[src/rtl/lsTripPkg.sv]
package lsTripPkg;

  typedef enum logic [1:0] {
    ST_ARMED   = 2'd0,
    ST_FAULT   = 2'd1,
    ST_RECOVER = 2'd2
  } tripState_e;

  // strobes from control to datapath
  typedef struct packed {
    logic clearTimer;
    logic runTimer;
    logic blockAll;
    logic allowRelease;
  } ctrlStrobe_t;

endpackage

[src/rtl/lsPulseFilter.sv]
// Qualifies a flag: hit is high in the cycle whose sample completes
// QUAL_CYC consecutive high samples. The count saturates, so a flag
// held high gives a single hit until it falls.
module lsPulseFilter #(
  parameter int QUAL_CYC = 4
) (
  input  logic clk,
  input  logic rstN,
  input  logic flagIn,
  output logic hit
);
  localparam int CW = $clog2(QUAL_CYC + 1);

  logic [CW-1:0] runCnt;

  assign hit = flagIn && (runCnt == CW'(QUAL_CYC - 1));

  always_ff @(posedge clk or negedge rstN) begin
    if (!rstN) begin
      runCnt <= '0;
    end else if (!flagIn) begin
      runCnt <= '0;
    end else if (runCnt != CW'(QUAL_CYC)) begin
      runCnt <= runCnt + 1'b1;
    end
  end
endmodule

[src/rtl/lsTripDatapath.sv]
module lsTripDatapath
  import lsTripPkg::*;
#(
  parameter int NUM_CH      = 3,
  parameter int SC_QUAL_CYC = 250,
  parameter int OC_QUAL_CYC = 1250,
  parameter int FAULT_CYC   = 225000
) (
  input  logic              clk,
  input  logic              rstN,
  input  logic [NUM_CH-1:0] cmdLo,
  input  logic              ocFlag,
  input  logic              scFlag,
  input  ctrlStrobe_t       strobe,
  output logic              tripHit,
  output logic              timerDone,
  output logic              stillHeld,
  output logic [NUM_CH-1:0] gateLo
);
  localparam int TW = $clog2(FAULT_CYC + 1);

  logic              scHit;
  logic              ocHit;
  logic [TW-1:0]     faultTimer;
  logic [NUM_CH-1:0] blocked;

  lsPulseFilter #(.QUAL_CYC(SC_QUAL_CYC)) u_scFilter (
    .clk(clk), .rstN(rstN), .flagIn(scFlag), .hit(scHit)
  );

  lsPulseFilter #(.QUAL_CYC(OC_QUAL_CYC)) u_ocFilter (
    .clk(clk), .rstN(rstN), .flagIn(ocFlag), .hit(ocHit)
  );

  assign tripHit = scHit | ocHit;

  // fault duration timer
  always_ff @(posedge clk or negedge rstN) begin
    if (!rstN) begin
      faultTimer <= '0;
    end else if (strobe.clearTimer) begin
      faultTimer <= '0;
    end else if (strobe.runTimer) begin
      faultTimer <= faultTimer + 1'b1;
    end
  end

  assign timerDone = (faultTimer == TW'(FAULT_CYC - 1));

  // per-channel block latch and gating
  for (genvar ch = 0; ch < NUM_CH; ch++) begin : g_chan
    always_ff @(posedge clk or negedge rstN) begin
      if (!rstN) begin
        blocked[ch] <= 1'b0;
      end else if (strobe.blockAll) begin
        blocked[ch] <= 1'b1;
      end else if (strobe.allowRelease && !cmdLo[ch]) begin
        blocked[ch] <= 1'b0;
      end
    end
    assign gateLo[ch] = cmdLo[ch] & ~blocked[ch];
  end

  // channels that remain blocked after this edge
  assign stillHeld = |(blocked & cmdLo);
endmodule

[src/rtl/lsTripControl.sv]
module lsTripControl
  import lsTripPkg::*;
(
  input  logic        clk,
  input  logic        rstN,
  input  logic        tripHit,
  input  logic        timerDone,
  input  logic        stillHeld,
  output ctrlStrobe_t strobe,
  output logic        faultN
);
  tripState_e state;
  tripState_e stateNext;

  always_comb begin
    stateNext = state;
    strobe    = '0;
    unique case (state)
      ST_ARMED: begin
        if (tripHit) begin
          strobe.clearTimer = 1'b1;
          strobe.blockAll   = 1'b1;
          stateNext         = ST_FAULT;
        end
      end
      ST_FAULT: begin
        strobe.runTimer = 1'b1;
        if (timerDone) stateNext = ST_RECOVER;
      end
      ST_RECOVER: begin
        if (tripHit) begin
          strobe.clearTimer = 1'b1;
          strobe.blockAll   = 1'b1;
          stateNext         = ST_FAULT;
        end else begin
          strobe.allowRelease = 1'b1;
          if (!stillHeld) stateNext = ST_ARMED;
        end
      end
      default: stateNext = ST_ARMED;
    endcase
  end

  always_ff @(posedge clk or negedge rstN) begin
    if (!rstN) state <= ST_ARMED;
    else       state <= stateNext;
  end

  assign faultN = (state != ST_FAULT);
endmodule

[src/rtl/lsTripGuard.sv]
module lsTripGuard
  import lsTripPkg::*;
#(
  parameter int NUM_CH      = 3,
  parameter int SC_QUAL_CYC = 250,
  parameter int OC_QUAL_CYC = 1250,
  parameter int FAULT_CYC   = 225000
) (
  input  logic              clk,
  input  logic              rstN,
  input  logic [NUM_CH-1:0] cmdLo,
  input  logic              ocFlag,
  input  logic              scFlag,
  output logic [NUM_CH-1:0] gateLo,
  output logic              faultN
);
  ctrlStrobe_t strobe;
  logic        tripHit;
  logic        timerDone;
  logic        stillHeld;

  lsTripControl u_ctrl (
    .clk(clk), .rstN(rstN), .tripHit(tripHit), .timerDone(timerDone),
    .stillHeld(stillHeld), .strobe(strobe), .faultN(faultN)
  );

  lsTripDatapath #(
    .NUM_CH(NUM_CH), .SC_QUAL_CYC(SC_QUAL_CYC),
    .OC_QUAL_CYC(OC_QUAL_CYC), .FAULT_CYC(FAULT_CYC)
  ) u_dp (
    .clk(clk), .rstN(rstN), .cmdLo(cmdLo), .ocFlag(ocFlag), .scFlag(scFlag),
    .strobe(strobe), .tripHit(tripHit), .timerDone(timerDone),
    .stillHeld(stillHeld), .gateLo(gateLo)
  );
endmodule

[config.mk]
export PLATFORM = sky130hd
export DESIGN_NAME = lsTripGuard
export DESIGN_NICKNAME = d
export VERILOG_FILES = /design/src/rtl/lsTripPkg.sv /design/src/rtl/lsPulseFilter.sv /design/src/rtl/lsTripDatapath.sv /design/src/rtl/lsTripControl.sv /design/src/rtl/lsTripGuard.sv
export SDC_FILE = /design/constraint.sdc
export NUM_CORES = 1
export LEC_CHECK = 0
export ABC_CLOCK_PERIOD_IN_PS = 3200
export BUFFER_PORTS_ARGS = -buffer_cell sky130_fd_sc_hd__buf_2
export CORE_MARGIN = 3
export CORE_UTILIZATION = 25
export CTS_BUF_LIST = sky130_fd_sc_hd__clkbuf_4
export DETAILED_ROUTE_END_ITERATION = 6
export SLEW_MARGIN = 10
export SYNTH_ARGS = -nofsm -noshare
export SYNTH_HDL_FRONTEND = slang
export SYNTH_SLANG_ARGS = --single-unit
[constraint.sdc]
create_clock -name clk -period 3.2 [get_ports clk]
set_clock_uncertainty 0.15 [all_clocks]
set_input_delay 0.16 -clock clk [delete_from_list [all_inputs] [get_ports clk]]
set_output_delay 0.16 -clock clk [all_outputs]
set_load 0.01 [all_outputs]
# Yosys cells after proc, flatten, opt, wreduce, memory -nomap -nowiden
# Index checks and enable logic that the tools add are counted.
totals:
  output_inout_bits: 4
  regBits: 42
  input_bits: 7
  word_cells: 69
op_classes:
  reduce_logical: 16
  n_mux: 22
  n_addsub: 3
  n_eq_ne: 13
  bitwise_logic: 8
ops:
  columns: ["cell", "count"]
  rows:
  - ["18-bit two-way mux", 2]
  - ["11-bit two-way mux", 2]
  - ["18-bit by 1-bit adder with 18-bit output (second input constant)", 1]
  - ["18-bit == test (second input constant)", 1]
  - ["8-bit two-way mux", 2]
  - ["11-bit by 1-bit adder with 11-bit output (second input constant)", 1]
  - ["11-bit == test (second input constant)", 1]
  - ["1-bit two-way mux", 11]
  - ["11-bit != test (second input constant)", 1]
  - ["8-bit by 1-bit adder with 8-bit output (second input constant)", 1]
  - ["8-bit == test (second input constant)", 1]
  - ["2-bit two-way mux", 4]
  - ["8-bit != test (second input constant)", 1]
  - ["2-bit nonzero test", 4]
  - ["2-bit by 1-bit != test with 1-bit output (second input constant)", 3]
  - ["2-bit case mux with 3 select lines", 1]
  - ["1-bit logical AND", 5]
  - ["2-bit != test (second input constant)", 2]
  - ["1-bit AND", 3]
  - ["3-bit AND", 1]
  - ["1-bit logical NOT", 3]
  - ["3-bit != test (second input constant)", 1]
  - ["1-bit inverter", 3]
  - ["3-bit AND reduction", 1]
  - ["6 further kinds", 6]

# Longest topological paths before layout
logic_depth:
  depth_word: 8
  ltp_mapped: 7

# By module
# A second synthesis with hierarchy kept.
unflattened:
  cells_unflattened: 240
  hier_area_um2: 2307.2
by_module_without_submodules:
  columns: ["module", "instances", "area_per_inst_um2", "cells_per_inst", "seq_area_each_um2"]
  rows:
  - ["lsTripDatapath", 1, 1114.8, 119, 525.5]
  - ["lsPulseFilter (u_dp.u_ocFilter)", 1, 623.1, 65, 275.3]
  - ["lsPulseFilter (u_dp.u_scFilter)", 1, 456.7, 46, 200.2]
  - ["lsTripControl", 1, 112.6, 10, 50.0]

# Least setup slack after synthesis
# No wires, ideal clock.
synth_timing:
  kind: "reg-to-reg"
  start: "register u_dp.faultTimer[0]"
  end: "register u_dp.faultTimer[16]"
  synth_period_minus_slack_ns: 1.970
  setup_time_ns: 0.078
  arrival_time_ns: 1.743
  n_path_buf: 0
  stages_incl_launch_ff: 6
  slack_ns: 1.230
  cell_sequence: "dfrtp_1 ha_1 nand3b_4 or4_4 or3_1 a21oi_1"
synth_via:
  elab_chain_len: 3
synth_lines:
  columns: ["element", "line_no", "rtl"]
  rows:
  - ["start, declared", "lsTripDatapath.sv:24", "logic [TW-1:0] faultTimer;"]
  - ["start signal, assigned", "lsTripDatapath.sv:44", "faultTimer <= faultTimer + 1'b1;"]
  - ["18-bit by 1-bit adder with 18-bit output", "lsTripDatapath.sv:44", null]
  - ["18-bit two-way mux", "lsTripDatapath.sv:43", "end else if (strobe.runTimer) begin"]
  - ["18-bit two-way mux", "lsTripDatapath.sv:41", "end else if (strobe.clearTimer) begin"]
# Every way passes these cells. The select of a mux whose other input is x is not followed.
# A chain may end at the register's enable or synchronous reset.

# Worst setup path in the final report
layout_timing:
  start: "register u_dp.u_ocFilter.runCnt[3]"
  end: "register u_ctrl.state[0]"
layout_via:
  elab_chain_len: 5
layout_lines:
  columns: ["element", "line_no", "rtl"]
  rows:
  - ["start, declared", "lsPulseFilter.sv:14", "logic [CW-1:0] runCnt;"]
  - ["start signal, assigned", "lsPulseFilter.sv:24", "runCnt <= runCnt + 1'b1;"]
  - ["11-bit == test (*)", "lsPulseFilter.sv:16", "assign hit = flagIn && (runCnt == CW'(QUAL_CYC - 1));"]
  - ["1-bit logical AND (*)", "lsPulseFilter.sv:16", null]
  - ["1-bit bitwise OR (*)", "lsTripDatapath.sv:35", "assign tripHit = scHit | ocHit;"]
  - ["3-bit != test (no source line) (tied with other cells)", null, null]
  - ["3-bit AND reduction (no source line) or 2-bit case mux with 3 select lines (tied branches)", null, null]
  - ["end signal, assigned", "lsTripControl.sv:46", "else state <= stateNext;"]
  - ["end, declared", "lsTripControl.sv:12", "tripState_e state;"]
# Every way passes the cells marked *; elsewhere a longest branch is shown, timed or not.

==> reports/qor.yml <==
timing:
  finalCriticalPeriod_ns: 2.20
  worst_pin_slew_ns: 0.936
  slew_violations: 0
  fmaxAchievable_mhz: 454
  finalSetupTns_ns: 0
  hold_violations: 0
  fin_ws_ns: 0.998
  post-route-period-util: 0.688
  setup_viol: 0
  rsz0062_at_grt: "false"
  slew_headroom: 0.376
worst_setup_path:
  worstPathRequired_ns: 3.33
  cp-start-kind: "flip-flop"
  path_class: "flip-flop to flip-flop"
  rr_worst_depth: 4
  crit_path_end_kind: "flip-flop"
  cp.arrival_ns: 2.34
  path_max_fanout: 17
floorplan:
  die_y_um: 102
  rows: 34
  ios: 11
  fp.dieW_um: 102
  die_area_um2: 10300
  start_util: 0.260
  core_um2: 8810
placed_design:
  gp_congestion: 0.766
  pre_cts_slack_ns: 0.988
  portBuffers: 10
  place_area_um2: 2450
  hpwl_mm: 2.96
  dpl.cell_count: 340
drt:
  antenna_left: 0
  post_drt_via_cell_ratio: 4.85
  drcViolationCount: 0
  drt_iter0_markers: 87
  drt-wirelength-per-cell_um: 12.2
  dr_total_vias: 1717
  dr.pass1.iters: 4
  wirelength_mm: 4.33
hold_path:
  hp-class: "primary input to asynchronous set/reset pin"
global_route:
  grt_use_total: 0.0910
  grt_antenna_before_repair: 0
  grt_max_degree: 43
  grt_pass1_wl_mm: 7.64
  overflow: 0
  grt_pass1_vias: 1665
outcome:
  status: "finished, final reports clean"
yosys:
  synthCells: 226
  synth_cell_types: 41
  yosys_warnings: 0
  yosysSeqAreaShare: 0.460
  synth_seq_cells: 42
  syn_area_um2: 2290
  synthesis.nets: 240
  avgSynthCellArea_um2: 10.1
finish:
  fin_area_um2: 2600
  multiInputGateArea_um2: 1190
  final_cell_mix: "42 x dfrtp_1, 21 x xnor2_1, 15 x nand2_1, 14 x and2_1, 14 x nor2_1"
  layout.nets: 259
  synthToLayoutAreaGrowth_pct: 13.6
  fillers: 900
  regArea_um2: 1050
  final_common_cell: "dfrtp_1"
  drive_gt1_frac: 0.106
  antennaDiodeCount: 0
  final_cells: 354
flow_run:
  maxCapViolCount: 0
power:
  p_per_area_nw_per_um2: 364
  ir_drop_v: 0.000218
  p_leak_nw: 1.09
cts:
  cts_sinks: 42
  cts-resized-gates: 0
  clk_path_buf_depth: 2
  clkTransAtPathRegs_ns: 0.12
  cts_buffers: 5
  clk_latency_ns: 0.35
  cts_htree_levels: 2
  tritoncts: "yes"
  clockRootBuffer: "clkbuf_4"
power by group:
group / internal, mW / switching, mW
Sequential: 0.537 / 0.00877
Clock: 0.183 / 0.170
Combinational: 0.0207 / 0.0259
per-stage QoR:
step                      power (mW)  hold WS, ns  utilization
after floorplan                0.574       -0.286            -
after global placement         0.597        0.217        0.279
after detailed placement       0.598        0.220        0.279
after CTS                      0.960        0.395        0.295
after global routing           0.997        0.412        0.295
final                          0.944        0.342        0.295
per-layer routing:
layer / up-vias / track usage / wire length [um] / part of all wire
li1: 841 / - / - / -
met1: 852 / 0.122 / 2160 / 0.50
met2: 17 / 0.147 / 2030 / 0.47
met3: 7 / 0.0207 / 86 / 0.020
met4: 0 / 0.0276 / 59 / 0.014
met5: - / 0 / 0 / 0
final timing paths:
check,startpoint,end,slack (ns)
setup / recovery,u_dp.u_ocFilter.runCnt[3],u_ctrl.state[0],1.0
hold / removal,rstN,u_dp.faultTimer[7],0.34
setup reg to reg,u_dp.u_ocFilter.runCnt[3],u_ctrl.state[0],1.0
hold reg to reg,u_dp.blocked[1],u_dp.blocked[1],0.41
max in group asynchronous,rstN,u_dp.u_ocFilter.runCnt[0],1.97
min in group clk,u_dp.blocked[1],u_dp.blocked[1],0.41
worst max-delay path, stage by stage (launching register included):
cell and delay (ns):
dfrtp_1 0.45, nor4b_1 0.40, nand4_1 0.28, a21oi_2 0.65, o21bai_1 0.21
what timing repair did:
action | CTS | global route
buffers inserted | 0 | 0
hold buffers | 6 | 0
hold endpoints to repair | 64 | 0
cell families (layout without fill, tap and decap cells):
| family | Yosys count | count (layout) | share of synthesized area |
|---|---|---|---|
| buffers and inverters | 11 | 31 | 0.0192 |
| adder cells (fa/ha/maj) | 7 | 7 | 0.0383 |
| XOR/XNOR | 23 | 23 | 0.0881 |
| flip-flops | 42 | 42 | 0.460 |
| multiplexers | 1 | 1 | 0.00438 |
| AND/OR/NAND/NOR | 118 | 118 | 0.316 |
| AO/OA/AOI/OAI | 24 | 24 | 0.0744 |
synth_stat cells (all sizes together):
cell     count  area [um^2]
a21oi        4         23.8
o31ai        1         7.51
a31o         1         8.76
nor3         5         25.0
nand3b       3         35.0
nand2       16         67.6
nor4b        2         17.5
nand2b       7         43.8
and3         6         37.5
or3          6         37.5
or2          1         6.26
o21ai        7         35.0
mux2i        1         10.0
ha           7         87.6
nor2        14         52.6
xor2         2         17.5
o21bai       1         7.51
nand4bb      1         11.3
nor2b        5         31.3
nand3       12         60.1
clkbuf       2         7.51
nand4       10         62.6
and4         3         26.3
o211a        2         20.0
nor4         4         40.0
a222oi       1         10.0
buf          2         10.0
or2b         1         7.51
xnor2       21          184
nand4b       5         43.8
a21boi       3         22.5
o221ai       4         35.0
and2        14         87.6
dfrtp       42         1050
inv          7         26.3
or4          3         30.0
registers in the layout, indices dropped and copies added (netlist names):
name,flops
u_dp.faultTimer,18
u_dp.blocked,3
u_dp.u_scFilter.runCnt,8
u_ctrl.state,2
u_dp.u_ocFilter.runCnt,11
area by class of cell:
cell class / instances / area share
inverters: 7 / 0.0101
repair buffers: 16 / 0.0424
flip-flops and latches: 42 / 0.405
clock buffers: 7 / 0.0202
well taps: 108 / 0.0520
multi-input cells: 173 / 0.459
clock inverters: 1 / 0.0116
Power figures use the tool's default switching activity.
